<file path="src/rtl/pd_pkg.sv">
// Package pd_pkg
// Shared types for the phase detector. Assumes nothing beyond IEEE 1800-2017.
package pd_pkg;

    // Index of each pulse train in the edge-detector vector.
    localparam int CH_REF = 0;
    localparam int CH_FB  = 1;
    localparam int N_CH   = 2;

    // Pending-edge state of the detector.
    typedef struct packed {
        logic up;   // reference edge pending
        logic dn;   // feedback edge pending
    } pd_flags_t;

    // One flag pending means a phase error is being measured.
    function automatic logic pd_err(input pd_flags_t f);
        return f.up ^ f.dn;
    endfunction

    // Both flags pending means the comparison has ended.
    function automatic logic pd_done(input pd_flags_t f);
        return f.up & f.dn;
    endfunction

endpackage

</file>
<file path="src/rtl/pd_edge.sv">
// Module pd_edge
// Rising-edge detector, one channel per input bit.
// Assumes its inputs are already synchronous to clk.
// Keeps sampling during power save, so a level held across exit gives no false edge.
module pd_edge #(
    parameter int CH = 2
) (
    input  logic          clk,
    input  logic          rst_n,
    input  logic [CH-1:0] sig_in,
    output logic [CH-1:0] rise
);
    logic [CH-1:0] prev_q;

    for (genvar i = 0; i < CH; i++) begin : g_ch
        // Hold the previous sample of this channel.
        always_ff @(posedge clk) begin
            if (!rst_n) prev_q[i] <= 1'b0;
            else        prev_q[i] <= sig_in[i];
        end

        // An edge is a high sample that follows a low one.
        assign rise[i] = sig_in[i] & ~prev_q[i];
    end
endmodule

</file>
<file path="src/rtl/pd_pfd.sv">
// Module pd_pfd
// Two-flag phase-frequency detector core.
// Each flag sets on its own edge. Both clear together one cycle after both are set.
// Edges arriving in the clearing cycle seed the next comparison.
// Assumes edges are single-cycle, as produced by pd_edge.
module pd_pfd (
    input  logic             clk,
    input  logic             rst_n,
    input  logic             run,
    input  logic             ref_rise,
    input  logic             fb_rise,
    output pd_pkg::pd_flags_t flags
);
    import pd_pkg::*;

    pd_flags_t flags_d;

    // Next-state of the flags.
    always_comb begin
        if (pd_done(flags)) begin
            flags_d.up = ref_rise;
            flags_d.dn = fb_rise;
        end else begin
            flags_d.up = flags.up | ref_rise;
            flags_d.dn = flags.dn | fb_rise;
        end
    end

    // Flag registers: cleared by reset or power save.
    always_ff @(posedge clk) begin
        if (!rst_n || !run) flags <= '0;
        else                flags <= flags_d;
    end
endmodule

</file>
<file path="src/rtl/pd_lock.sv">
// Module pd_lock
// Measures error width in clock cycles and qualifies lock.
// A width reaching UNLOCK_W clears lock at once.
// QUAL_CNT consecutive comparisons no wider than LOCK_W set it.
// Assumes LOCK_W < UNLOCK_W.
module pd_lock #(
    parameter int UNLOCK_W = 3,
    parameter int LOCK_W   = 2,
    parameter int QUAL_CNT = 3,
    parameter int CNT_W    = $clog2(UNLOCK_W + 1),
    parameter int QUAL_W   = $clog2(QUAL_CNT + 1)
) (
    input  logic              clk,
    input  logic              rst_n,
    input  logic              run,
    input  pd_pkg::pd_flags_t flags,
    output logic              lock_q,
    output logic [CNT_W-1:0]  wid_cnt
);
    import pd_pkg::*;

    localparam logic [CNT_W:0]  UNLOCK_LIM = (CNT_W+1)'(UNLOCK_W);
    localparam logic [CNT_W:0]  LOCK_LIM   = (CNT_W+1)'(LOCK_W);
    localparam logic [QUAL_W:0] QUAL_LIM   = (QUAL_W+1)'(QUAL_CNT);

    logic [QUAL_W-1:0] good_q;
    logic [CNT_W:0]    wid_inc;
    logic [QUAL_W:0]   good_inc;

    // Incremented counts, one bit wider so the compare cannot wrap.
    always_comb begin
        wid_inc  = {1'b0, wid_cnt} + 1'b1;
        good_inc = {1'b0, good_q} + 1'b1;
    end

    // Width count, qualification count and lock flag.
    always_ff @(posedge clk) begin
        if (!rst_n || !run) begin
            wid_cnt <= '0;
            good_q  <= '0;
            lock_q  <= 1'b0;
        end else if (pd_err(flags)) begin
            if (wid_inc >= UNLOCK_LIM) begin
                lock_q  <= 1'b0;
                good_q  <= '0;
                wid_cnt <= UNLOCK_LIM[CNT_W-1:0];
            end else begin
                wid_cnt <= wid_inc[CNT_W-1:0];
            end
        end else if (pd_done(flags)) begin
            wid_cnt <= '0;
            if ({1'b0, wid_cnt} <= LOCK_LIM) begin
                if (good_inc >= QUAL_LIM) begin
                    lock_q <= 1'b1;
                    good_q <= QUAL_LIM[QUAL_W-1:0];
                end else begin
                    good_q <= good_inc[QUAL_W-1:0];
                end
            end else begin
                good_q <= '0;
            end
        end
    end
endmodule

</file>
<file path="src/rtl/pd_out.sv">
// Module pd_out
// Output stage: polarity-controlled tri-state command and shared-pin selector.
// Purely combinational. The pin-level tri-state buffer lies outside this block.
module pd_out (
    input  pd_pkg::pd_flags_t flags,
    input  logic              run,
    input  logic              polarity,
    input  logic              out_sel,
    input  logic              lock_q,
    input  logic              ref_in,
    input  logic              fb_in,
    output logic              cp_oe,
    output logic              cp_val,
    output logic              ld_mon
);
    import pd_pkg::*;

    // Drive only during a one-sided error; the level follows polarity.
    always_comb begin
        cp_oe  = run & pd_err(flags);
        cp_val = cp_oe & (polarity ? flags.up : flags.dn);
    end

    // Shared pin: monitor pulse, or lock held high in power save.
    always_comb begin
        if (out_sel) ld_mon = polarity ? ref_in : fb_in;
        else         ld_mon = run ? lock_q : 1'b1;
    end
endmodule

</file>
<file path="src/rtl/phase_lock_detector.sv">
// Module phase_lock_detector
// Top level: edge detection, two-flag detector, lock qualifier and output stage.
// Assumes ref_in and fb_in are synchronous to clk.
// The timing check for Verilator is the companion bound checker pd_checker.
module phase_lock_detector #(
    parameter int UNLOCK_W = 3,
    parameter int LOCK_W   = 2,
    parameter int QUAL_CNT = 3
) (
    input  logic clk,
    input  logic rst_n,
    input  logic ref_in,
    input  logic fb_in,
    input  logic polarity,
    input  logic out_sel,
    input  logic pwr_on,
    output logic cp_oe,
    output logic cp_val,
    output logic ld_mon
);
    import pd_pkg::*;

    localparam int CNT_W  = $clog2(UNLOCK_W + 1);
    localparam int QUAL_W = $clog2(QUAL_CNT + 1);

    logic [N_CH-1:0] sig_vec;
    logic [N_CH-1:0] rise_vec;
    pd_flags_t       flags;
    logic            up_q;
    logic            dn_q;
    logic            lock_q;
    logic [CNT_W-1:0] wid_cnt;

    assign sig_vec[CH_REF] = ref_in;
    assign sig_vec[CH_FB]  = fb_in;
    assign up_q = flags.up;
    assign dn_q = flags.dn;

    pd_edge #(.CH(N_CH)) u_edge (
        .clk    (clk),
        .rst_n  (rst_n),
        .sig_in (sig_vec),
        .rise   (rise_vec)
    );

    pd_pfd u_pfd (
        .clk      (clk),
        .rst_n    (rst_n),
        .run      (pwr_on),
        .ref_rise (rise_vec[CH_REF]),
        .fb_rise  (rise_vec[CH_FB]),
        .flags    (flags)
    );

    pd_lock #(
        .UNLOCK_W (UNLOCK_W),
        .LOCK_W   (LOCK_W),
        .QUAL_CNT (QUAL_CNT),
        .CNT_W    (CNT_W),
        .QUAL_W   (QUAL_W)
    ) u_lock (
        .clk     (clk),
        .rst_n   (rst_n),
        .run     (pwr_on),
        .flags   (flags),
        .lock_q  (lock_q),
        .wid_cnt (wid_cnt)
    );

    pd_out u_out (
        .flags    (flags),
        .run      (pwr_on),
        .polarity (polarity),
        .out_sel  (out_sel),
        .lock_q   (lock_q),
        .ref_in   (ref_in),
        .fb_in    (fb_in),
        .cp_oe    (cp_oe),
        .cp_val   (cp_val),
        .ld_mon   (ld_mon)
    );
endmodule

</file>
<file path="config.mk">
export PLATFORM = sky130hd
export DESIGN_NAME = phase_lock_detector
export DESIGN_NICKNAME = d
export VERILOG_FILES = /design/src/rtl/pd_pkg.sv /design/src/rtl/pd_edge.sv /design/src/rtl/pd_pfd.sv /design/src/rtl/pd_lock.sv /design/src/rtl/pd_out.sv /design/src/rtl/phase_lock_detector.sv
export SDC_FILE = /design/constraint.sdc
export NUM_CORES = 1
export LEC_CHECK = 0
export ABC_AREA = 1
export BUFFER_PORTS_ARGS = -buffer_cell sky130_fd_sc_hd__buf_2
export CAP_MARGIN = 10
export CELL_PAD_IN_SITES_DETAIL_PLACEMENT = 0
export CELL_PAD_IN_SITES_GLOBAL_PLACEMENT = 1
export CORE_AREA = 2 2 39 41
export DETAILED_ROUTE_END_ITERATION = 16
export DIE_AREA = 0 0 41 43
export GPL_TIMING_DRIVEN = 1
export HOLD_SLACK_MARGIN = 0.03
export PLACE_DENSITY_LB_ADDON = 0.05
export SLEW_MARGIN = 20
export SYNTH_ARGS = -nofsm -noshare
export SYNTH_HDL_FRONTEND = slang
export SYNTH_SLANG_ARGS = --single-unit
export TNS_END_PERCENT = 5
</file>
<file path="constraint.sdc">
create_clock -name clk -period 2.5 [get_ports clk]
set_clock_uncertainty 0.2 [all_clocks]
set_input_delay 0 -clock clk [delete_from_list [all_inputs] [get_ports clk]]
set_output_delay 0 -clock clk [all_outputs]
set_load 0.02 [all_outputs]
</file>
==> results.cfg <==
[die]
die_area_sq_um = 1760
die_w_microns = 41
dieHeight_microns = 43
std_cell_rows = 14
ios = 10
coreArea_sq_um = 1380
initial_core_util_pct = 32.4

[synthesis]
synth_simple_gate_area_share_pct = 22.3
avgSynthCellArea_sq_um = 6.79
synth_top_family_by_area = simple AND/OR/NAND/NOR gates
synthMuxAreaShare_pct = 0
synth_fa_ha_area_share_pct = 5.59
synth_seq_cells = 9
synth_xor_area_share_pct = 0
syn_area_sq_um = 448
synth.yosys.seq_area_share_pct = 40.2
synth_compound_area_share_pct = 18.4
synthCells = 66
synthDistinctLibCells = 14
ys_warn_count = 0
syn_nets = 75

[worst_setup_path]
startpoint = u_pfd.flags[0]
crit_path_start_kind = flop
critPathKind = reg -> out
critPathMaxFanout = 5
cp_data_arrival_time_ns = 1.53
ff2ff_path_depth = 5
endpoint_kind = primary output
r2r-start = u_pfd.flags[0]
critical_path_required_ns = 2.30

[final_layout]
drive_above_1_share_pct = 18.6
instances_no_fill = 102
areaGrowthSynthToFinish_pct = 36.0
nets = 96
fillers = 162
antennaDiodeCount = 0

[power_and_ir_drop]
ir_worst_vdd_mv = 0.221
p_leak_nw = 0.297
power_mw = 0.307
power.density_nw_per_um2 = 504

[routing]
postRouteAntennaNets = 0
via_per_inst = 4.48
routed_wl_microns = 962
dr.pass1.iters = 4
wire_per_inst_microns = 9.43
drc_errors = 0
first_iter_violations = 1
vias = 457

[clock_tree]
ctsResizeCount = 0
clock_latency_ns = 0.26
htree_levels = 1
clock_tree.root_cell = clkbuf_4
cts_buffers = 3
clockBufferDepth = 2
clk_pin_slew_ns = 0.07
cts_tree = yes
postCtsSetupRepairBufs = 0
cts.sinks = 9

[grt]
antenna_found_initial = 0
grt_pass1_wl_microns = 1760
grt_pass1_vias = 446
grt_usage_pct = 14.9
overflow = 0
grt_max_degree = 6

[timing]
setup-tns-final_ns = 0
fmax_mhz = 579
finalHoldViolCount = 0
tightest_slew_ns = 0.172
holdWs_ns = 0.106
slew_headroom_pct = 88.5
maxSlewViolCount = 0
min_period_over_period_pct = 69.1
rsz0062_at_grt = no
finalWorstSetupSlack_ns = 0.773
min_period_ns = 1.73
final-setup-viol-count = 0

[place]
place_hpwl_microns = 737
io_buffer_count = 9
dp.cells = 91
place_ws_ns = 1.04
place_congestion = 0.645

[job]
cap_viol_max_count = 0

[outcome]
status = finished clean

[hold_path]
hp-class = in -> out
min_from = out_sel
holdPathStages = 3
[cell usage in the layout, fill, tap and decap left out]
cell type / netlist / final
inv_1: 15 / 15
nand2_1: 14 / 14
buf_2: 0 / 9
dfxtp_1: 9 / 9
a21oi_1: 8 / 8
dlygate4sd3_1: 0 / 7
nor2_1: 4 / 4
nand3_1: 4 / 4
o21ai_0: 3 / 3
clkbuf_4: 0 / 3
nand2_2: 2 / 2
ha_1: 2 / 2
o21ai_1: 1 / 1
o22ai_1: 1 / 1
inv_2: 1 / 1
o21a_1: 1 / 1
a21oi_2: 1 / 1
clkbuf_1: 0 / 1
[logic make-up after synthesis]
| group | after synthesis |
|---|---|
| buf+inv | 16 |
| flops | 9 |
| fa+ha+maj | 2 |
| simple gates | 24 |
| compound gates | 15 |
[per-stage QoR]
step           utilization [%]  cell area [sq um]
2_1_floorplan                -                448
3_3_place_gp              37.1                513
3_5_place_dp              37.1                513
4_1_cts                   44.0                609
5_1_grt                   44.0                609
6_report                  44.0                609
[cell type report]
| cell class | count | area [sq um] | share of cell area [%] |
|---|---|---|---|
| clock buffer | 4 | 26.3 | 4.31 |
| inverter | 16 | 60.1 | 9.86 |
| multi-input combinational | 41 | 208 | 34.1 |
| sequential | 9 | 180 | 29.6 |
| tap | 16 | 20.0 | 3.29 |
| timing repair buffer | 16 | 115 | 18.9 |
[metal layers]
| layer | GRT usage (%) | wire length [microns] |
|---|---|---|
| met1 | 18.6 | 441 |
| met2 | 21.9 | 476 |
| met3 | 3.14 | 34 |
| met4 | 10.0 | 9 |
| met5 | 0 | 0 |
[state kept, by name, summed over array words and instances (netlist names)]
signal / cells
u_pfd.flags: 2
u_lock.lock_q: 1
u_lock.good_q: 2
u_edge.prev_q: 2
u_lock.wid_cnt: 2
[where the power goes]
part / switching (mW) / internal [mW] / leakage, nW / total (mW)
logic: 0.0224 / 0.0205 / 0.208 / 0.0429
registers: 0.00249 / 0.147 / 0.0734 / 0.150
clock network: 0.0530 / 0.0615 / 0.0150 / 0.115
[critical path, stage by stage, from the launching register on]
cell,delay [ns]
dfxtp_1,0.37
inv_1,0.06
ha_1,0.36
nand2_1,0.07
inv_1,0.07
o21ai_1,0.06
a21oi_1,0.11
buf_2,0.17
[cell usage after synthesis, drive strengths merged]
cell,n,area (sq um)
ha,2,25.0
nor2,4,15.0
o21ai,4,20.0
dfxtp,9,180
nand3,4,20.0
o22ai,1,6.26
nand2,16,65.1
inv,16,60.1
a21oi,9,48.8
o21a,1,7.51
[timing repair]
item | 4_1_cts | 5_1_grt
hold buffers | 7 | 0
endpoints found under the hold margin | 6 | 0
setup endpoints to repair | 0 | 0
[worst paths after layout]
kind                       to  slack (ns)
max                    cp_val        0.77
min reg2reg     u_lock.lock_q        0.26
min                    ld_mon        0.11
max reg2reg  u_lock.good_q[0]        1.04
No activity file was read; power rests on OpenSTA's default activity.
